## config.mk

```make
export PLATFORM = sky130hd
export DESIGN_NAME = stream_tx_buffer
export DESIGN_NICKNAME = d
export VERILOG_FILES = /design/src/rtl/stb_pkg.sv /design/src/rtl/stb_fifo.sv /design/src/rtl/stb_serializer.sv /design/src/rtl/stream_tx_buffer.sv
export SDC_FILE = /design/constraint.sdc
export NUM_CORES = 1
export LEC_CHECK = 0
export ABC_AREA = 1
export BUFFER_PORTS_ARGS = -buffer_cell sky130_fd_sc_hd__buf_4
export CAP_MARGIN = 20
export CORE_MARGIN = 3
export CORE_UTILIZATION = 45
export DETAILED_ROUTE_END_ITERATION = 12
export PLACE_DENSITY = 0.69
export SLEW_MARGIN = 20
export SYNTH_ARGS = -nofsm -noshare
export SYNTH_HDL_FRONTEND = slang
export SYNTH_SLANG_ARGS = --single-unit
```

## constraint.sdc

```tcl
create_clock -name clk -period 10.3 [get_ports clk]
set_clock_uncertainty 0.1 [all_clocks]
set_input_delay 1.545 -clock clk [delete_from_list [all_inputs] [get_ports clk]]
set_output_delay 1.545 -clock clk [all_outputs]
set_load 0.02 [all_outputs]
```

## src/rtl/stb_pkg.sv

```systemverilog
package stb_pkg;
  // Number of beats a word needs: all parts for a zero selector,
  // otherwise up to and including the highest set selector bit.
  function automatic int unsigned beat_count(input logic [3:0] sel, input int unsigned parts);
    int unsigned n;
    n = parts;
    if (sel != 4'd0) begin
      for (int i = 0; i < 4; i++)
        if (sel[i]) n = i + 1;
    end
    return n;
  endfunction

  // Part k of a 32-bit word, for a part width w.
  function automatic logic [31:0] part_of(input logic [31:0] word, input int unsigned k,
                                          input int unsigned w);
    return word >> (k * w);
  endfunction
endpackage

```

## src/rtl/stb_fifo.sv

```systemverilog
module stb_fifo #(
  parameter int W  = 33,
  parameter int AW = 3
) (
  input  logic          clk,
  input  logic          rst_n,
  input  logic          clr,
  input  logic          push,
  input  logic [W-1:0]  din,
  input  logic          pop,
  output logic [W-1:0]  dout,
  output logic [AW:0]   level,
  output logic          full,
  output logic          empty
);
  localparam int DEPTH = 1 << AW;

  logic [W-1:0]  mem [DEPTH];
  logic [AW-1:0] wp, rp;

  assign full  = (level == (AW+1)'(DEPTH));
  assign empty = (level == '0);
  assign dout  = mem[rp];

  always_ff @(posedge clk) begin
    if (push) mem[wp] <= din;
  end

  always_ff @(posedge clk or negedge rst_n) begin
    if (!rst_n) begin
      wp <= '0; rp <= '0; level <= '0;
    end else if (clr) begin
      wp <= '0; rp <= '0; level <= '0;
    end else begin
      if (push) wp <= wp + 1'b1;
      if (pop)  rp <= rp + 1'b1;
      level <= level + (AW+1)'(push) - (AW+1)'(pop);
    end
  end

  p_no_overflow_r3: assert property (@(posedge clk) disable iff (!rst_n) push |-> !full);
  p_no_underflow_r2: assert property (@(posedge clk) disable iff (!rst_n) pop |-> !empty);
  p_level_bound_r4: assert property (@(posedge clk) disable iff (!rst_n) level <= (AW+1)'(DEPTH));
endmodule

```

## src/rtl/stb_serializer.sv

```systemverilog
module stb_serializer #(
  parameter int TDW = 8,
  parameter int SW  = 4
) (
  input  logic           clk,
  input  logic           rst_n,
  input  logic           clr,
  input  logic           en,
  input  logic           avail,
  input  logic [31:0]    in_word,
  input  logic [SW-1:0]  in_sel,
  output logic           take,
  output logic           m_tvalid,
  input  logic           m_tready,
  output logic [TDW-1:0] m_tdata,
  output logic           m_tlast
);
  localparam int IW = (SW > 1) ? $clog2(SW) : 1;

  logic          busy, vld;
  logic [31:0]   word;
  logic [SW-1:0] sel;
  logic [IW-1:0] idx;

  logic [IW-1:0] last_idx;
  logic          beat_fire, is_final, word_done;

  assign last_idx  = IW'(stb_pkg::beat_count(4'(sel), SW) - 1);
  assign beat_fire = vld & m_tready;
  assign is_final  = (idx == last_idx);
  assign word_done = beat_fire & is_final;
  assign take      = en & avail & !clr & (!busy | word_done);

  assign m_tvalid = vld;
  assign m_tdata  = TDW'(stb_pkg::part_of(word, 32'(idx), TDW));
  assign m_tlast  = (|sel) & is_final;

  always_ff @(posedge clk or negedge rst_n) begin
    if (!rst_n) begin
      busy <= 1'b0; vld <= 1'b0; idx <= '0; word <= '0; sel <= '0;
    end else if (clr) begin
      busy <= 1'b0; vld <= 1'b0; idx <= '0;
    end else if (take) begin
      busy <= 1'b1; vld <= 1'b1; idx <= '0; word <= in_word; sel <= in_sel;
    end else if (word_done) begin
      busy <= 1'b0; vld <= 1'b0;
    end else if (beat_fire) begin
      idx <= idx + 1'b1;
      vld <= en;
    end else if (busy && !vld && en) begin
      vld <= 1'b1;
    end
  end

  p_hold_r8: assert property (@(posedge clk) disable iff (!rst_n)
    (m_tvalid && !m_tready && !clr) |=> (m_tvalid && $stable(m_tdata) && $stable(m_tlast)));
  p_tlast_needs_sel_r7: assert property (@(posedge clk) disable iff (!rst_n)
    (m_tvalid && m_tlast) |-> (sel != '0));
  p_idle_when_off_r9: assert property (@(posedge clk) disable iff (!rst_n)
    (!en && !m_tvalid) |=> !m_tvalid);
  p_idx_range_r7: assert property (@(posedge clk) disable iff (!rst_n)
    busy |-> (idx <= last_idx));
endmodule

```

## src/rtl/stream_tx_buffer.sv

```systemverilog
module stream_tx_buffer #(
  parameter int TDW = 8,
  parameter int AW  = 3
) (
  input  logic           clk,
  input  logic           rst_n,
  input  logic           reg_we,
  input  logic [2:0]     reg_waddr,
  input  logic [31:0]    reg_wdata,
  input  logic [2:0]     reg_raddr,
  output logic [31:0]    reg_rdata,
  output logic           m_tvalid,
  input  logic           m_tready,
  output logic [TDW-1:0] m_tdata,
  output logic           m_tlast,
  output logic           irq
);
  localparam int SW = 32 / TDW;
  localparam int LW = AW + 1;
  localparam int FW = 32 + SW;

  logic          enable;
  logic [LW-1:0] thresh;
  logic [SW-1:0] sel_reg;

  logic          soft_rst, push_req, push_ok, pop;
  logic [FW-1:0] f_dout;
  logic [LW-1:0] level;
  logic          full, empty;

  assign soft_rst = reg_we && (reg_waddr == 3'd2) && reg_wdata[1];
  assign push_req = reg_we && (reg_waddr == 3'd0) && !soft_rst;
  assign push_ok  = push_req && !full;

  always_ff @(posedge clk or negedge rst_n) begin
    if (!rst_n) begin
      enable <= 1'b0; thresh <= '0; sel_reg <= '0;
    end else begin
      if (reg_we && reg_waddr == 3'd2) enable <= reg_wdata[0];
      if (reg_we && reg_waddr == 3'd3) thresh <= reg_wdata[LW-1:0];
      if (soft_rst || push_ok)                 sel_reg <= '0;
      else if (reg_we && reg_waddr == 3'd1)    sel_reg <= reg_wdata[SW-1:0];
    end
  end

  stb_fifo #(.W(FW), .AW(AW)) u_fifo (
    .clk(clk), .rst_n(rst_n), .clr(soft_rst),
    .push(push_ok), .din({sel_reg, reg_wdata}),
    .pop(pop), .dout(f_dout),
    .level(level), .full(full), .empty(empty)
  );

  stb_serializer #(.TDW(TDW), .SW(SW)) u_ser (
    .clk(clk), .rst_n(rst_n), .clr(soft_rst), .en(enable),
    .avail(!empty), .in_word(f_dout[31:0]), .in_sel(f_dout[FW-1:32]),
    .take(pop),
    .m_tvalid(m_tvalid), .m_tready(m_tready), .m_tdata(m_tdata), .m_tlast(m_tlast)
  );

  assign irq = (level <= thresh);

  always_comb begin
    case (reg_raddr)
      3'd1:    reg_rdata = 32'(sel_reg);
      3'd2:    reg_rdata = 32'(enable);
      3'd3:    reg_rdata = 32'(thresh);
      3'd4:    reg_rdata = {30'd0, empty, full};
      3'd5:    reg_rdata = 32'(level);
      default: reg_rdata = 32'd0;
    endcase
  end

  p_full_ignored_r3: assert property (@(posedge clk) disable iff (!rst_n)
    (push_req && full && !pop) |=> (level == $past(level)));
  p_soft_clear_r10: assert property (@(posedge clk) disable iff (!rst_n)
    soft_rst |=> (level == '0 && !m_tvalid && sel_reg == '0));
  p_sel_clears_r12: assert property (@(posedge clk) disable iff (!rst_n)
    push_ok |=> (sel_reg == '0));
endmodule

```

==> flow_summary.yaml <==
outcome:
  status: "complete, no violations"
detailed_routing:
  first_iter_violations: 793
  routed-via-count: 9082
  ant_nets: 0
  drt-total-wl_um: 30200
  drc_errors: 0
  wl_per_cell_um: 17.0
  dr.pass1.iters: 5
  vias_per_cell: 5.12
global_routing:
  track_usage: 0.172
  grt_overflow: 0
  grt_max_degree: 121
  grt_pass1_vias: 8675
  antenna_found_initial: 0
  grt_first_pass_wirelength_um: 48100
sta:
  max_clock_freq_ghz: 0.239
  worst_pin_slew_ns: 1.03
  rsz0062_at_grt: "no"
  period_needed_ns: 4.19
  final_min_period_over_clock_period: 0.407
  slew_viol_final: 0
  layout_setup_ws_ns: 6.11
  finalHoldViolCount: 0
  tns_ns: 0
  finalSetupViolations: 0
  slew_headroom: 0.313
clocking:
  clk_path_buf_depth: 3
  clock_latency_ns: 0.51
  ctsResizeCount: 0
  cts_buffers: 36
  cts_tree: "yes"
  cts_hold_repair.buffers: 0
  post_cts_buffers: 0
  cts_root_buf: "clkbuf_16"
  htreeDepth: 2
  path_clk_slew_ns: 0.06
  clock_sinks: 347
floorplanning:
  io_pins: 85
  core_um2: 31800
  die_h_um: 186
  start_util: 0.460
  row_count: 65
  dieArea_um2: 34700
  die_x_um: 186
layout:
  insertedDiodeCount: 0
  largest_reg_flops: 288
  multiInputGateArea_um2: 3440
  largestRegisters: "u_fifo.mem: 288 flops, u_ser.word: 32 flops"
  synthToLayoutAreaGrowth_pct: 12.5
  fin_nets: 1368
  regMostFlops: "u_fifo.mem"
  fin_area_um2: 16500
  fillers: 2681
  regArea_um2: 10100
  drive_gt1_frac: 0.111
synth:
  ys_types: 38
  synth.yosys.warnings: 0
  synth_area_um2: 14600
  ys_seq_elements: 347
  syn_inst: 1274
  synth.yosys.seq_area_share: 0.691
  postSynthAreaPerCell_um2: 11.5
placement:
  hpwl_um: 17100
  io_buffers: 56
  placed_cell_area_um2: 15300
  gp_congestion: 0.832
  dp_slack_ns: 5.71
worst_setup_path:
  crit_fanout: 20
  worstSetupPathType: "flip-flop to output pin"
  worstSetupStartpointType: "flip-flop"
  cp-end-kind: "output pin"
  cp.required_ns: 8.66
  arrival_ns: 2.54
run:
  maxCapViolCount: 0
worst_hold_path:
  hp-class: "flip-flop to flip-flop"
power_and_ir_drop:
  vdd_ir_drop_max_mv: 0.146
  powerDensity_nw_per_um2: 249
  p_leak_nw: 6.48
  power_mw: 4.10
critical path, stage by stage, from the launching register on:
cell	delay [ns]
dfrtp_1	0.71
inv_1	0.41
nand2_1	0.25
nand3_1	0.17
a31oi_1	0.29
buf_4	0.20
per-stage QoR:
stage / instances / hold WS (ns) / util
6_report: 1774 / 0.383 / 0.518
5_1_grt: 1774 / 0.406 / 0.518
4_1_cts: 1774 / 0.388 / 0.518
3_5_place_dp: 1710 / 0.374 / 0.483
3_3_place_gp: 1710 / 0.368 / 0.483
2_1_floorplan: 1301 / 0.348 / -
kinds of logic (layout without fill, tap and decap cells):
logic type | after synthesis | after routing | synth area share
AOI/OAI and AO/OA | 404 | 404 | 0.146
and+or+nand+nor | 223 | 223 | 0.0649
DFF | 347 | 347 | 0.691
adders and majority gates | 13 | 13 | 0.0116
xor gates and xnor gates | 2 | 2 | 0.00120
other | 1 | 28 | 0.000256
buffers and inverters | 284 | 322 | 0.0843
cells in the final DEF (no fill, tap or decap), types with 2 or more instances in the layout:
master,count
buf_4,70
nand3_2,3
nor2_2,3
clkinv_1,4
dfrtp_1,57
o21ai_1,11
o21bai_1,2
nor3_1,3
nand2_1,156
edfxtp_1,288
clkbuf_8,2
inv_2,2
o2111ai_1,2
clkbuf_1,10
ha_1,12
clkinv_2,6
nor2_1,21
nor2_4,6
a21oi_1,141
o21ai_0,188
dfrtp_4,2
inv_1,185
clkbuf_16,37
xor2_1,2
conb_1,28
nand4_1,4
clkinvlp_4,2
nand2_4,2
bufinv_16,2
nand3_1,20
o21ai_2,6
o211ai_1,11
o22ai_1,39
nor3_2,2
cell usage after synthesis, drive strengths merged:
cell     count  area, um2
a22oi        1       7.51
a31oi        1       6.26
fa           1       20.0
nand2      158        608
a21o         1       7.51
o2111ai      2       17.5
ha          12        150
nor2        30        120
nor3         5       25.0
edfxtp     288       8650
clkinv       1       3.75
a21oi      141        706
nand3       23        130
buf         60        392
o21bai       2       15.0
o21ai      205       1050
xor2         2       17.5
o221ai       1       8.76
o22ai       39        244
conb         1       3.75
o211ai      11       82.6
clkbuf      36        136
dfrtp       59       1480
nand3b       1       7.51
inv        187        702
nand4        6       58.8
cell type report:
cell class / count / area share
sequential: 347 / 0.615
multi-input combinational: 670 / 0.209
clock buffer: 49 / 0.0602
inverter: 188 / 0.0428
tap: 435 / 0.0330
timing repair buffer: 70 / 0.0319
clock inverter: 15 / 0.00805
routing by layer:
metal	routed length, um	up-vias	track usage
li1	-	4438	-
met1	13200	4367	0.235
met2	14800	212	0.290
met3	1360	65	0.0246
met4	815	0	0.0506
met5	0	-	0
power by group:
group	total (mW)	switching [mW]	internal (mW)	leakage (nW)
Sequential	1.80	0.146	1.65	3.32
Combinational	1.06	0.704	0.359	2.61
Clock	1.24	0.511	0.726	0.545
Total	4.10	1.36	2.74	6.48
final timing paths:
| path | endpoint | slack, ns | depth (start not counted) | startpoint |
|---|---|---|---|---|
| setup / recovery | m_tlast | 6.11 | 5 | u_ser.idx[0]$_DFFE_PN0P_ |
| hold / removal | u_ser.word[11]$_DFFE_PN0P_ | 0.38 | 2 | u_ser.word[11]$_DFFE_PN0P_ |
| setup reg to reg | u_fifo.level[2]$_DFF_PN0_ | 6.71 | 13 | u_ser.idx[0]$_DFFE_PN0P_ |
| hold reg to reg | u_ser.word[11]$_DFFE_PN0P_ | 0.38 | 2 | u_ser.word[11]$_DFFE_PN0P_ |
| max in group asynchronous | u_fifo.rp[1]$_DFFE_PN0P_ | 8.50 | 1 | rst_n |
| min in group asynchronous | thresh[1]$_DFFE_PN0P_ | 0.99 | 1 | rst_n |
Power figures use the tool's default switching activity.
